**config.mk**
```make
export PLATFORM = sky130hd
export DESIGN_NAME = i2c_txn_offload
export DESIGN_NICKNAME = d
export VERILOG_FILES = /design/src/rtl/tg_pkg.sv /design/src/rtl/tg_regs.sv /design/src/rtl/tg_rxbuf.sv /design/src/rtl/tg_seq.sv /design/src/rtl/i2c_txn_offload.sv
export SDC_FILE = /design/constraint.sdc
export NUM_CORES = 1
export LEC_CHECK = 0
export CAP_MARGIN = 20
export CORE_MARGIN = 4
export CORE_UTILIZATION = 50
export CTS_BUF_LIST = sky130_fd_sc_hd__clkbuf_2 sky130_fd_sc_hd__clkbuf_4 sky130_fd_sc_hd__clkbuf_8
export CTS_CLUSTER_DIAMETER = 50
export DETAILED_ROUTE_END_ITERATION = 7
export DONT_BUFFER_PORTS = 1
export GPL_ROUTABILITY_DRIVEN = 1
export RECOVER_POWER = 100
export SYNTH_ARGS = -nofsm -noshare
export SYNTH_HDL_FRONTEND = slang
export SYNTH_HIERARCHICAL = 1
export SYNTH_SLANG_ARGS = --single-unit
export TNS_END_PERCENT = 10
```
**constraint.sdc**
```tcl
create_clock -name clk -period 3.1 [get_ports clk]
set_clock_uncertainty 0.05 [all_clocks]
set_input_delay 0.465 -clock clk [delete_from_list [all_inputs] [get_ports clk]]
set_output_delay 0.465 -clock clk [all_outputs]
set_load 0.05 [all_outputs]
```
**src/rtl/tg_pkg.sv**
```systemverilog
package tg_pkg;
  localparam int CTL_W   = 32;
  localparam int BIT_EN  = 19;
  localparam int BIT_WR  = 0;
  localparam int BIT_RD  = 1;
  localparam int CFG_W   = 21;
  localparam int LEN_W   = 3;
  localparam int TADDR_W = 10;

  typedef enum logic [2:0] {
    OP_NONE    = 3'd0,
    OP_START   = 3'd1,
    OP_RESTART = 3'd2,
    OP_WRITE   = 3'd3,
    OP_READ    = 3'd4,
    OP_STOP    = 3'd5
  } op_e;

  typedef enum logic [3:0] {
    ST_IDLE, ST_START, ST_WA1, ST_WA2, ST_WDAT, ST_MID, ST_MID2,
    ST_RA1, ST_RA2, ST_RDAT, ST_STOP
  } step_e;

  // Field order follows the control word, most significant field first.
  typedef struct packed {
    logic               rs;
    logic               en;
    logic [LEN_W-1:0]   rxl;
    logic [LEN_W-1:0]   txl;
    logic               ten;
    logic [TADDR_W-1:0] addr;
    logic               rd;
    logic               wr;
  } cfg_t;
endpackage

```
**src/rtl/tg_regs.sv**
```systemverilog
module tg_regs
  import tg_pkg::*;
#(
  parameter int WORD_W = 32
) (
  input  logic              clk,
  input  logic              rst_n,
  input  logic [WORD_W-1:0] wdata,
  input  logic              ctl_we,
  input  logic              txlo_we,
  input  logic              txhi_we,
  input  logic              mask_we,
  input  logic              cause_clr,
  input  logic              busy,
  input  logic              done,
  input  logic              err_set,
  output logic [WORD_W-1:0] ctl_q,
  output logic [WORD_W-1:0] tx_lo,
  output logic [WORD_W-1:0] tx_hi,
  output logic              mask_q,
  output logic              cause_q,
  output logic              err_q,
  output logic              start_go,
  output logic              start_empty
);
  logic open_w;
  logic launch;
  logic has_phase;

  assign open_w      = !busy;
  assign launch      = ctl_we && open_w && wdata[BIT_EN];
  assign has_phase   = wdata[BIT_WR] || wdata[BIT_RD];
  assign start_go    = launch && has_phase;
  assign start_empty = launch && !has_phase;

  always_ff @(posedge clk or negedge rst_n) begin
    if (!rst_n) begin
      ctl_q <= '0;
      tx_lo <= '0;
      tx_hi <= '0;
    end else begin
      if (ctl_we && open_w)  ctl_q <= wdata;
      if (txlo_we && open_w) tx_lo <= wdata;
      if (txhi_we && open_w) tx_hi <= wdata;
    end
  end

  always_ff @(posedge clk or negedge rst_n) begin
    if (!rst_n) begin
      mask_q  <= 1'b0;
      cause_q <= 1'b0;
      err_q   <= 1'b0;
    end else begin
      if (mask_we) mask_q <= wdata[0];
      if (done) cause_q <= 1'b1;
      else if (cause_clr) cause_q <= 1'b0;
      if (err_set) err_q <= 1'b1;
      else if (launch) err_q <= 1'b0;
    end
  end

  // configuration is frozen while a transfer runs
  a_r8_ctl_frozen: assert property (@(posedge clk) disable iff (!rst_n)
    (busy && ctl_we) |=> $stable(ctl_q));
  a_r8_tx_frozen: assert property (@(posedge clk) disable iff (!rst_n)
    (busy && (txlo_we || txhi_we)) |=> ($stable(tx_lo) && $stable(tx_hi)));
endmodule

```
**src/rtl/tg_rxbuf.sv**
```systemverilog
module tg_rxbuf #(
  parameter  int WORD_W    = 32,
  localparam int BUF_BYTES = 2 * WORD_W / 8,
  localparam int CNT_W     = $clog2(BUF_BYTES)
) (
  input  logic              clk,
  input  logic              rst_n,
  input  logic              clr,
  input  logic              we,
  input  logic [CNT_W-1:0]  idx,
  input  logic [7:0]        din,
  output logic [WORD_W-1:0] rx_lo,
  output logic [WORD_W-1:0] rx_hi
);
  logic [2*WORD_W-1:0] lanes;

  for (genvar i = 0; i < BUF_BYTES; i++) begin : g_lane
    logic [7:0] q;
    always_ff @(posedge clk or negedge rst_n) begin
      if (!rst_n)                                q <= '0;
      else if (clr)                              q <= '0;
      else if (we && (idx == CNT_W'(i)))         q <= din;
    end
    assign lanes[8*i +: 8] = q;
  end

  assign rx_lo = lanes[WORD_W-1:0];
  assign rx_hi = lanes[2*WORD_W-1:WORD_W];

  // a new transfer starts with every lane empty
  a_r3_lanes_cleared: assert property (@(posedge clk) disable iff (!rst_n)
    clr |=> (rx_lo == '0 && rx_hi == '0));
endmodule

```
**src/rtl/tg_seq.sv**
```systemverilog
module tg_seq
  import tg_pkg::*;
#(
  parameter  int WORD_W    = 32,
  localparam int BUF_BYTES = 2 * WORD_W / 8,
  localparam int CNT_W     = $clog2(BUF_BYTES)
) (
  input  logic              clk,
  input  logic              rst_n,
  input  logic              start_go,
  input  logic              start_empty,
  input  cfg_t              cfg,
  input  logic [WORD_W-1:0] tx_lo,
  input  logic [WORD_W-1:0] tx_hi,
  input  logic              cmd_ready,
  input  logic              rsp_valid,
  input  logic              rsp_nack,
  input  logic [7:0]        rsp_byte,
  output logic              busy,
  output logic              cmd_valid,
  output logic [2:0]        cmd_op,
  output logic [7:0]        cmd_byte,
  output logic              cmd_mack,
  output logic              done,
  output logic              err_set,
  output logic              rx_clr,
  output logic              rx_we,
  output logic [CNT_W-1:0]  rx_idx,
  output logic [7:0]        rx_byte
);
  step_e             step, nstep;
  logic              pend;
  logic [CNT_W-1:0]  cnt, ncnt;
  logic [2*WORD_W-1:0] txw;
  logic              got, wtype, nack_ev;
  logic [7:0]        addr_w, addr_r;

  assign txw    = {tx_hi, tx_lo};
  assign addr_w = cfg.ten ? {5'b11110, cfg.addr[9:8], 1'b0} : {cfg.addr[6:0], 1'b0};
  assign addr_r = cfg.ten ? {5'b11110, cfg.addr[9:8], 1'b1} : {cfg.addr[6:0], 1'b1};

  assign busy      = (step != ST_IDLE);
  assign cmd_valid = busy && !pend;
  assign got       = pend && rsp_valid;

  always_comb begin
    wtype = 1'b0;
    case (step)
      ST_WA1, ST_WA2, ST_WDAT, ST_RA1, ST_RA2: wtype = 1'b1;
      default: wtype = 1'b0;
    endcase
  end
  assign nack_ev = got && wtype && rsp_nack;

  always_comb begin
    cmd_op   = OP_NONE;
    cmd_byte = 8'h00;
    cmd_mack = 1'b0;
    case (step)
      ST_START, ST_MID2: cmd_op = OP_START;
      ST_MID:            cmd_op = cfg.rs ? OP_RESTART : OP_STOP;
      ST_WA1:  begin cmd_op = OP_WRITE; cmd_byte = addr_w; end
      ST_RA1:  begin cmd_op = OP_WRITE; cmd_byte = addr_r; end
      ST_WA2, ST_RA2: begin cmd_op = OP_WRITE; cmd_byte = cfg.addr[7:0]; end
      ST_WDAT: begin cmd_op = OP_WRITE; cmd_byte = txw[8*int'(cnt) +: 8]; end
      ST_RDAT: begin cmd_op = OP_READ; cmd_mack = (cnt != cfg.rxl); end
      ST_STOP: cmd_op = OP_STOP;
      default: cmd_op = OP_NONE;
    endcase
  end

  always_comb begin
    nstep = step;
    ncnt  = cnt;
    case (step)
      ST_START: nstep = cfg.wr ? ST_WA1 : ST_RA1;
      ST_WA1:   nstep = cfg.ten ? ST_WA2 : ST_WDAT;
      ST_WA2:   nstep = ST_WDAT;
      ST_WDAT: begin
        if (cnt == cfg.txl) begin
          nstep = cfg.rd ? ST_MID : ST_STOP;
          ncnt  = '0;
        end else begin
          ncnt = cnt + 1'b1;
        end
      end
      ST_MID:  nstep = cfg.rs ? ST_RA1 : ST_MID2;
      ST_MID2: nstep = ST_RA1;
      ST_RA1:  nstep = cfg.ten ? ST_RA2 : ST_RDAT;
      ST_RA2:  nstep = ST_RDAT;
      ST_RDAT: begin
        if (cnt == cfg.rxl) nstep = ST_STOP;
        else                ncnt  = cnt + 1'b1;
      end
      ST_STOP: nstep = ST_IDLE;
      default: nstep = ST_IDLE;
    endcase
    if (nack_ev) nstep = ST_STOP;
  end

  always_ff @(posedge clk or negedge rst_n) begin
    if (!rst_n) begin
      step <= ST_IDLE;
      pend <= 1'b0;
      cnt  <= '0;
    end else if (start_go) begin
      step <= ST_START;
      pend <= 1'b0;
      cnt  <= '0;
    end else if (cmd_valid && cmd_ready) begin
      pend <= 1'b1;
    end else if (got) begin
      pend <= 1'b0;
      step <= nstep;
      cnt  <= ncnt;
    end
  end

  assign done    = (got && step == ST_STOP) || start_empty;
  assign err_set = nack_ev || start_empty;
  assign rx_clr  = start_go;
  assign rx_we   = got && (step == ST_RDAT);
  assign rx_idx  = cnt;
  assign rx_byte = rsp_byte;

  // an offered command is held until taken
  a_r9_cmd_hold: assert property (@(posedge clk) disable iff (!rst_n)
    (cmd_valid && !cmd_ready) |=> (cmd_valid && $stable(cmd_op) && $stable(cmd_byte)
                                   && $stable(cmd_mack)));
  // a refused byte is followed by STOP
  a_r6_nack_stop: assert property (@(posedge clk) disable iff (!rst_n)
    nack_ev |=> (cmd_valid && cmd_op == OP_STOP));
endmodule

```
**src/rtl/i2c_txn_offload.sv**
```systemverilog
module i2c_txn_offload
  import tg_pkg::*;
#(
  parameter  int WORD_W    = 32,
  localparam int BUF_BYTES = 2 * WORD_W / 8,
  localparam int CNT_W     = $clog2(BUF_BYTES)
) (
  input  logic              clk,
  input  logic              rst_n,
  input  logic [WORD_W-1:0] reg_wdata,
  input  logic              ctl_we,
  input  logic              txlo_we,
  input  logic              txhi_we,
  input  logic              mask_we,
  input  logic              cause_clr,
  output logic [WORD_W-1:0] ctl_q,
  output logic [WORD_W-1:0] rx_lo,
  output logic [WORD_W-1:0] rx_hi,
  output logic              stat_err,
  output logic              cause_q,
  output logic              irq,
  output logic              busy,
  output logic              cmd_valid,
  input  logic              cmd_ready,
  output logic [2:0]        cmd_op,
  output logic [7:0]        cmd_byte,
  output logic              cmd_mack,
  input  logic              rsp_valid,
  input  logic              rsp_nack,
  input  logic [7:0]        rsp_byte
);
  logic [WORD_W-1:0] tx_lo, tx_hi;
  logic              mask_q, start_go, start_empty, done, err_set;
  logic              rx_clr, rx_we;
  logic [CNT_W-1:0]  rx_idx;
  logic [7:0]        rx_byte;
  cfg_t              cfg;

  assign cfg = cfg_t'(ctl_q[CFG_W-1:0]);
  assign irq = cause_q && mask_q;

  tg_regs #(.WORD_W(WORD_W)) u_regs (
    .clk(clk), .rst_n(rst_n), .wdata(reg_wdata), .ctl_we(ctl_we),
    .txlo_we(txlo_we), .txhi_we(txhi_we), .mask_we(mask_we), .cause_clr(cause_clr),
    .busy(busy), .done(done), .err_set(err_set), .ctl_q(ctl_q), .tx_lo(tx_lo),
    .tx_hi(tx_hi), .mask_q(mask_q), .cause_q(cause_q), .err_q(stat_err),
    .start_go(start_go), .start_empty(start_empty)
  );

  tg_seq #(.WORD_W(WORD_W)) u_seq (
    .clk(clk), .rst_n(rst_n), .start_go(start_go), .start_empty(start_empty),
    .cfg(cfg), .tx_lo(tx_lo), .tx_hi(tx_hi), .cmd_ready(cmd_ready),
    .rsp_valid(rsp_valid), .rsp_nack(rsp_nack), .rsp_byte(rsp_byte), .busy(busy),
    .cmd_valid(cmd_valid), .cmd_op(cmd_op), .cmd_byte(cmd_byte), .cmd_mack(cmd_mack),
    .done(done), .err_set(err_set), .rx_clr(rx_clr), .rx_we(rx_we),
    .rx_idx(rx_idx), .rx_byte(rx_byte)
  );

  tg_rxbuf #(.WORD_W(WORD_W)) u_rx (
    .clk(clk), .rst_n(rst_n), .clr(rx_clr), .we(rx_we), .idx(rx_idx),
    .din(rx_byte), .rx_lo(rx_lo), .rx_hi(rx_hi)
  );

  // the end of a transfer always leaves the cause set
  a_r7_cause_on_end: assert property (@(posedge clk) disable iff (!rst_n)
    $fell(busy) |-> cause_q);
  // commands only appear inside a transfer
  a_r9_cmd_in_txn: assert property (@(posedge clk) disable iff (!rst_n)
    cmd_valid |-> busy);
endmodule

```
---- Word-level counts from Yosys, hierarchy flattened ----
Index checks and enable logic that the tools add are counted.
operators by class
  bitwise gates (word level) .............. 0
  multiplexer cells ....................... 48
  reductions and logical operators ........ 48
  add/subtract/negate cells ............... 1
  eq/ne operators ......................... 24
  $mul .................................... 0
  shift operators ......................... 1
  order comparisons ....................... 0
  div/mod/pow operators ................... 0
operator list
  cell                count
  $mux 8              18
  $shiftx 64x7->8     1
  $pmux 4 s9          1
  $pmux 8 s4          1
  $mux 4              7
  $mux 3              8
  $logic_and 1x1->1   22
  $reduce_bool 2->1   11
  $eq 4x3->1 const B  4
  $pmux 3 s5          1
  $eq 3x3->1 const B  4
  $eq 4x4->1 const B  3
  $mux 1              11
  $eq 4x2->1 const B  2
  $ne 4x2->1 const B  2
  $reduce_and 4->1    2
  $eq 3x2->1 const B  2
  $eq 3x3->1          2
  $pmux 3 s2          1
  $reduce_bool 3->1   2
  $reduce_or 5->1     1
  $eq 4x1->1 const B  1
  $reduce_bool 4->1   1
  $reduce_or 2->1     2
  other kinds (8)     12
word-level totals
  memory bits (writable) .................. 0
  latch bits .............................. 0
  logic and storage cells ................. 139
  output and inout bits ................... 113
  memories kept ........................... 0
  register bits ........................... 171
  bits in read-only memories .............. 0
  bits of input ports ..................... 50

---- Logic depth before layout (Yosys ltp) ----
Gate-level depths: netlist (run 1).
  depth after elaboration ................. 9
  mapped depth ............................ 12
  gate-level depth less buffers ........... 9

---- Cells and area by module ----
Netlist (run 1), hierarchy kept.
by module, submodules not included
  module           area each (µm²)  sequential area each (µm²)  times used  cells an instance
  tg_regs          4,063.9          2,477.4                     1           219
  tg_rxbuf         2,939.1          1,601.5                     1           236
  tg_seq           1,604.0          200.2                       1           186
  i2c_txn_offload  6.3              0.0                         1           1

---- Least setup slack after synthesis (run 1) ----
Ideal clock, no wire load.
  kind .................................... register to output
  start point ............................. register u_seq.step[3]
  end point ............................... output cmd_op[2]
  data required time ...................... 2.585 ns
  cell stages (with the launch flop) ...... 4
  slack ................................... 0.154 ns
  arrival time ............................ 2.431 ns
  buffers on the path ..................... 2
  cell sequence ........................... dfrtp_1 > buf_2 > clkbuf_1 > o41ai_1
on the way
  word-level cells in the longest chain between the ends .. 3
  elaborated cells on any way between the ends .. 13
  those cells by class .................... 10 x eq/ne; 1 x mux; 2 x reduce/logical
ends and longest elaborated chain
  what                                                                 line                   source
  start: declaration                                                   tg_seq.sv:31           step_e step, nstep;
  start signal: assignment                                             tg_seq.sv:114          step <= nstep;
  $eq 4x2->1 (tied with other cells)                                   tg_seq.sv:59           case (step)
  $reduce_or 5->1 (no line) / $reduce_or 2->1 (equally long branches)  -
  $pmux 3 s5 *                                                         tg_seq.sv:59
  end: declaration                                                     i2c_txn_offload.sv:25  output logic [2:0] cmd_op,
Every way passes the cells marked *; elsewhere a longest branch is shown, timed or not.

---- Final worst setup path (run 1) ----
  start point ............................. register u_seq.step[3]
  end point ............................... output cmd_byte[2]
on the way
  word-level cells in the longest chain between the ends .. 3
  elaborated cells on any way between the ends .. 7
  those cells by class .................... 5 x eq/ne; 1 x mux; 1 x reduce/logical
ends and longest elaborated chain
  what                                             line                   source
  $eq 4x2->1 / $eq 4x4->1 (equally long branches)  tg_seq.sv:59
  $reduce_or 2->1                                  -
  $pmux 8 s4 *                                     tg_seq.sv:59
  end: declaration                                 i2c_txn_offload.sv:26  output logic [7:0] cmd_byte,
Marks and branches as above.

==> impl_metrics.json, run 1 <==
{
  "cts_htree_levels": 4,
  "p_leak_nw": 4.095,
  "area_growth_pct": 2.005,
  "grt_pass1_vias": 5378,
  "netlist_instances": 642,
  "clock_latency_ns": 0.44,
  "grt_max_degree": 172,
  "ys_ff_latch": 171,
  "antenna_found_initial": 0,
  "fin_crit_ns": 2.931,
  "ir_drop_mv": 0.6747,
  "cp.arrival_ns": 2.42,
  "yosys.area_share.adder_pct": 0.1453,
  "nets": 679,
  "overflow": 0,
  "drtAntennaViolNets": 0,
  "grt_pass1_wl_mm": 31.95,
  "hold_viol": 171,
  "dieArea_um2": 19390,
  "fin_hold_ws_ns": -0.3456,
  "drc": 0,
  "rr_endpoint": "u_rx/g_lane[2].q[0]$_DFFE_PN0P_",
  "cts-buffers-inserted": 17,
  "rrSetupSlack_ns": 0.42,
  "synth.yosys.warnings": 6,
  "drt_first_pass_iters": 6,
  "synth-edff-count": 0,
  "grtUsageTotal_pct": 20.84,
  "r2r_cells": 7,
  "violations": "hold timing",
  "worstMarginPinSlew_ns": 1.114,
  "path_max_fanout": 12,
  "hpwl_mm": 13.90,
  "crit_required_ns": 2.58,
  "coreArea_um2": 16760,
  "yosys.area_share.simple_pct": 10.43,
  "drive_gt1_share_pct": 20.44,
  "synth-xor-area-share_pct": 0.6101,
  "fin_cells": 861,
  "synth_compound_area_share_pct": 4.895,
  "synth_area_um2": 8613,
  "first_iter_violations": 322,
  "cts.sinks": 171,
  "wirelength_mm": 19.92,
  "met2_usage_pct": 33.00,
  "p_per_area_nw_per_um2": 1177,
  "dp_cells": 829,
  "setup_viol": 0,
  "slew_viol_final": 0,
  "cts_root_buf": "clkbuf_8",
  "post-route-util_pct": 52.42,
  "num_vias": 5007,
  "post_drt_wl_per_cell_um": 23.14,
  "ios": 163,
  "ys_seq_area_share_pct": 49.68,
  "max_freq_mhz": 341.2,
  "gr-usage-met3_pct": 6.552,
  "gp_congestion": 0.8625,
  "routed_via_density": 5.815,
  "die_x_um": 139.3,
  "initial_core_util_pct": 51.39,
  "grt-busiest-layer": "met2",
  "synth_flop_cell": "dfrtp_1",
  "synth_top_area_cell": "dfrtp_1",
  "antenna_cells": 0,
  "fillers": 1512,
  "grt_use_met1_pct": 26.57,
  "async_reset_ff_share_pct": 100.0,
  "syn_avg_cell_area_um2": 13.42,
  "fin_tns_setup_ns": 0,
  "num_rows": 47,
  "r2r-start": "u_seq/step[1]$_DFFE_PN0P_",
  "postCtsSetupBuffers": 0,
  "portBuffers": 0,
  "synth.distinct_cells": 59,
  "netlist.area_leader.share_pct": 49.68,
  "clk_pin_slew_ns": 0.09,
  "finalPower_mw": 10.34,
  "synth_nets": 693,
  "die_y_um": 139.3,
  "cts_tree": "yes",
  "period_share_pct": 94.55,
  "synth_top_family_by_area": "multiplexers",
  "relSlewSlack_pct": 25.71,
  "cap_violations": 0,
  "startpoint_type": "flop",
  "cts_max_path_buffers": 2,
  "min_path_type": "in -> async",
  "synthMuxAreaShare_pct": 28.37,
  "path_class": "reg -> out",
  "grt_setup_unrepaired": "no",
  "status": "complete, but fails checks",
  "synthTopCellsByArea": "dfrtp_1, mux2_4, mux2i_1",
  "cp-end-kind": "output port"
}
==> routing by layer <==
metal | wire, µm | part of all wire (%)
met2 | 9791 | 49
met1 | 8144 | 41
met3 | 1450 | 7.3
met4 | 537 | 2.7
met5 | 0 | 0
==> flip-flops by register name, summed over array words and instances, names as in the netlist <==
signal          flops
u_regs/cause_q      1
u_regs/ctl_q       32
u_regs/err_q        1
u_regs/mask_q       1
u_regs/tx_hi       32
u_regs/tx_lo       32
u_rx/g_lane.q      64
u_seq/pend          1
u_seq/rx_idx        3
u_seq/step          4
==> synthesized netlist by cell type, drive strengths merged (4+ instances only) <==
cell	n
a21oi	13
buf	42
clkbuf	21
dfrtp	171
inv	7
mux2	100
mux2i	72
mux4	16
nand2	13
nand2b	79
nand3	5
nor2	17
nor2b	4
o211ai	4
o21ai	17
==> power breakdown <==
group | switching (mW) | internal [mW] | total, mW
clock network | 0.842 | 0.768 | 1.61
registers | 2.37 | 3.10 | 5.46
logic | 1.71 | 1.56 | 3.27
total | 4.92 | 5.42 | 10.3
==> critical path, stage by stage (launching register included) <==
cell and delay (ns):
dfrtp_1 0.57, or3b_2 0.50, o21a_1 0.12, nor2_1 0.08, buf_4 0.17, a22oi_1 0.12
o21ai_1 0.18, buf_4 0.24
==> worst max-delay path by stage <==
stage | from | endpoint | slack, ns | depth (start not counted)
floorplan | u_seq/step[3]$_DFFE_PN0P_ | cmd_op[2] | 0.15 | 3
global placement | u_seq/step[1]$_DFFE_PN0P_ | cmd_byte[4] | 0.51 | 5
detailed placement | u_seq/step[1]$_DFFE_PN0P_ | u_rx/g_lane[2].q[0]$_DFFE_PN0P_ | 0.51 | 7
CTS | u_seq/rx_idx[0]$_DFFE_PN0P_ | cmd_byte[1] | 0.05 | 5
global route | u_seq/step[3]$_DFFE_PN0P_ | cmd_byte[2] | 0.01 | 7
finish | u_seq/step[3]$_DFFE_PN0P_ | cmd_byte[2] | 0.17 | 7
==> cells in the final DEF (no fill, tap or decap), types with 3 or more instances in the layout <==
| master | count |
|---|---|
| a32oi_1 | 3 |
| o21ai_0 | 12 |
| mux2_2 | 36 |
| mux4_2 | 16 |
| a21o_1 | 3 |
| mux2i_1 | 72 |
| o21ai_1 | 5 |
| or4bb_1 | 3 |
| nor2b_1 | 4 |
| clkbuf_1 | 5 |
| o211ai_1 | 4 |
| clkbuf_2 | 5 |
| buf_4 | 14 |
| dfrtp_2 | 3 |
| clkbuf_4 | 7 |
| nand2_1 | 13 |
| dfrtp_1 | 168 |
| mux2_4 | 5 |
| inv_6 | 4 |
| xnor2_1 | 3 |
| mux2_1 | 59 |
| nand4b_1 | 3 |
| nand2b_1 | 78 |
| clkbuf_8 | 18 |
| xor2_1 | 3 |
| a22oi_1 | 3 |
| clkinv_2 | 3 |
| nand3_1 | 5 |
| inv_1 | 7 |
| nor2_1 | 15 |
| a21oi_1 | 12 |
==> repair_timing <==
action | in CTS | in global routing
endpoints found under the hold margin | 171 | 171
gates resized for setup | 1 | 3
endpoints found under the setup margin | 1 | 8
gates cloned | 0 | 0
pin swaps | 0 | 0
==> per-stage QoR <==
stage,area [µm²],setup slack [ns]
floorplan,8613,0.1536
global placement,8688,0.5132
detailed placement,8688,0.5096
CTS,9091,0.04504
global route,8786,0.01257
finish,8786,0.1689
==> logic make-up after synthesis <==
group | Yosys count
xor+xnor | 6
fa+ha+maj | 1
mux | 188
simple gates | 144
compound gates | 62
buf+inv | 70
flops | 171
==> area by class of cell <==
class                      count  area, µm²  area share, %
clock buffer                  20      262.8          2.991
tap                          220      275.3          3.133
inverter                       7      26.28         0.2991
multi-input combinational    401       3611          41.10
timing repair buffer          30      191.4          2.179
clock inverter                12      136.4          1.552
sequential                   171       4283          48.75
(Power assumes the default switching activity.)
==> run 2: changes to the inputs <==
--- a/config.mk
+++ b/config.mk
@@ -6,7 +6,7 @@
 export NUM_CORES = 1
 export LEC_CHECK = 0
 export CAP_MARGIN = 20
-export CORE_MARGIN = 4
+export CORE_MARGIN = 10
 export CORE_UTILIZATION = 50
 export CTS_BUF_LIST = sky130_fd_sc_hd__clkbuf_2 sky130_fd_sc_hd__clkbuf_4 sky130_fd_sc_hd__clkbuf_8
 export CTS_CLUSTER_DIAMETER = 50
==> run 2 against run 1 <==
Against the previous run:
- sequential share of layout area is essentially flat
- the run still ends with hold timing left
- power is essentially flat
- fmax shrank 0.77%
- final area is essentially flat
- core utilization is essentially flat
- non-clock buffer count is the same
- critical path depth is the same
- wire length grew 3.4%
- hold slack is essentially flat
==> impl_metrics.json, run 2 (synthesized netlist as in run 1, its figures left out) <==
{
  "path_max_fanout": 13,
  "grt_pass1_vias": 5318,
  "cts-buffers-inserted": 17,
  "ir_drop_mv": 0.5952,
  "path_class": "reg -> out",
  "initial_core_util_pct": 51.39,
  "r2r-start": "u_seq/step[1]$_DFFE_PN0P_",
  "hpwl_mm": 14.52,
  "cp.arrival_ns": 2.44,
  "final_area_um2": 8780,
  "gp_congestion": 0.8967,
  "slew_viol_final": 0,
  "cts_tree": "yes",
  "setup_viol": 0,
  "fin_crit_ns": 2.954,
  "startpoint_type": "flop",
  "clk_pin_slew_ns": 0.09,
  "rr_endpoint": "u_regs/tx_hi[3]$_DFFE_PN0P_",
  "dieArea_um2": 22880,
  "post_drt_wl_per_cell_um": 23.92,
  "portBuffers": 0,
  "die_x_um": 151.3,
  "overflow": 0,
  "rrSetupSlack_ns": 0.33,
  "max_freq_mhz": 338.5,
  "wirelength_mm": 20.60,
  "violations": "hold timing",
  "place_area_um2": 8688,
  "dp_cells": 829,
  "gr-usage-met3_pct": 8.323,
  "grt_max_degree": 172,
  "drt_first_pass_iters": 4,
  "largest_reg_flops": 64,
  "num_rows": 47,
  "cts_root_buf": "clkbuf_8",
  "crit_required_ns": 2.58,
  "fin_hold_ws_ns": -0.3454,
  "grt-busiest-layer": "met2",
  "first_iter_violations": 226,
  "area_growth_pct": 1.932,
  "cp-end-kind": "output port",
  "grt_use_met1_pct": 21.35,
  "nets": 679,
  "cts_htree_levels": 4,
  "worstMarginPinSlew_ns": 0.9632,
  "r2r_cells": 6,
  "p_leak_nw": 4.095,
  "cts_max_path_buffers": 2,
  "grt_setup_unrepaired": "no",
  "drc": 0,
  "max_flop_register": "u_rx/g_lane.q",
  "fin_cells": 861,
  "clock_latency_ns": 0.45,
  "ios": 163,
  "cap_violations": 0,
  "drtAntennaViolNets": 0,
  "drive_gt1_share_pct": 20.75,
  "antenna_cells": 0,
  "mostFrequentLayoutCell": "dfrtp_1",
  "cts.sinks": 171,
  "antenna_found_initial": 0,
  "final_cell_mix": "dfrtp_1, nand2b_1, mux2i_1, mux2_1, mux2_2",
  "hold_viol": 171,
  "status": "complete, but fails checks",
  "period_share_pct": 95.29,
  "num_vias": 5024,
  "grt_pass1_wl_mm": 32.14,
  "relSlewSlack_pct": 35.79,
  "met2_usage_pct": 28.91,
  "p_per_area_nw_per_um2": 1177,
  "routed_via_density": 5.835,
  "grtUsageTotal_pct": 18.20,
  "coreArea_um2": 16760,
  "die_y_um": 151.3,
  "fin_tns_setup_ns": 0,
  "min_path_type": "in -> async"
}
## run 2: cell count changes in the layout (fill, tap and decap cells not counted), sizes merged
| cell | delta |
|---|---|
| inv | -2 |
| buf | +1 |
| clkinv | +3 |
| clkbuf | -2 |
## run 2: cell type report
cell class              count  area [µm²]
well taps                 220       275.3
inverters                   7       26.28
clock buffers              19       249.0
flip-flops and latches    171        4284
multi-input cells         401        3608
fillers                  1506        7980
clock inverters            13       142.6
repair buffers             30       193.9
## run 2: worst max-delay path, stage by stage (launching register included)
cell and delay, ns:
dfrtp_2 0.51, buf_4 0.20, or2_2 0.30, a21oi_1 0.24, buf_4 0.20, o21ai_0 0.08
o211ai_1 0.15, buf_2 0.31
## run 2: how the worst max path moves through the flow
stage | startpoint | endpoint | slack, ns
5_1_grt | u_seq/step[0]$_DFFE_PN0P_ | cmd_byte[4] | 0.03
6_report | u_seq/step[0]$_DFFE_PN0P_ | cmd_byte[7] | 0.15
4_1_cts | u_seq/step[3]$_DFFE_PN0P_ | cmd_byte[2] | 0.07
3_5_place_dp | u_seq/step[1]$_DFFE_PN0P_ | u_rx/g_lane[6].q[0]$_DFFE_PN0P_ | 0.38
3_3_place_gp | u_seq/step[1]$_DFFE_PN0P_ | cmd_byte[2] | 0.53
2_1_floorplan | u_seq/step[3]$_DFFE_PN0P_ | cmd_op[2] | 0.15
## run 2: layer usage
metal / vias to the layer above / share of wire, %
li1: 2236 / -
met1: 2587 / 39
met3: 26 / 11
met4: 0 / 2.2
met2: 175 / 48
met5: - / 0
## run 2: stage by stage
step	power (mW)	setup slack [ns]	util [%]
after floorplan	8.349	0.1536	-
after global placement	9.206	0.5348	51.84
after detailed placement	9.312	0.3790	51.84
after CTS	10.91	0.07033	54.18
after global routing	10.92	0.02760	52.39
final	10.34	0.1461	52.39
## run 2: report_power, final
group          switching [mW]  total, mW  internal (mW)
clock                   0.834       1.57          0.741
sequential               2.40       5.49           3.10
combinational            1.69       3.27           1.58
total                    4.92       10.3           5.41
## run 2: repair_timing
| action | CTS | global route |
|---|---|---|
| buffers inserted | 0 | 0 |
| hold endpoints to repair | 171 | 171 |
| cloned | 0 | 0 |
| gates resized for setup | 1 | 3 |
| endpoints found under the setup margin | 2 | 5 |
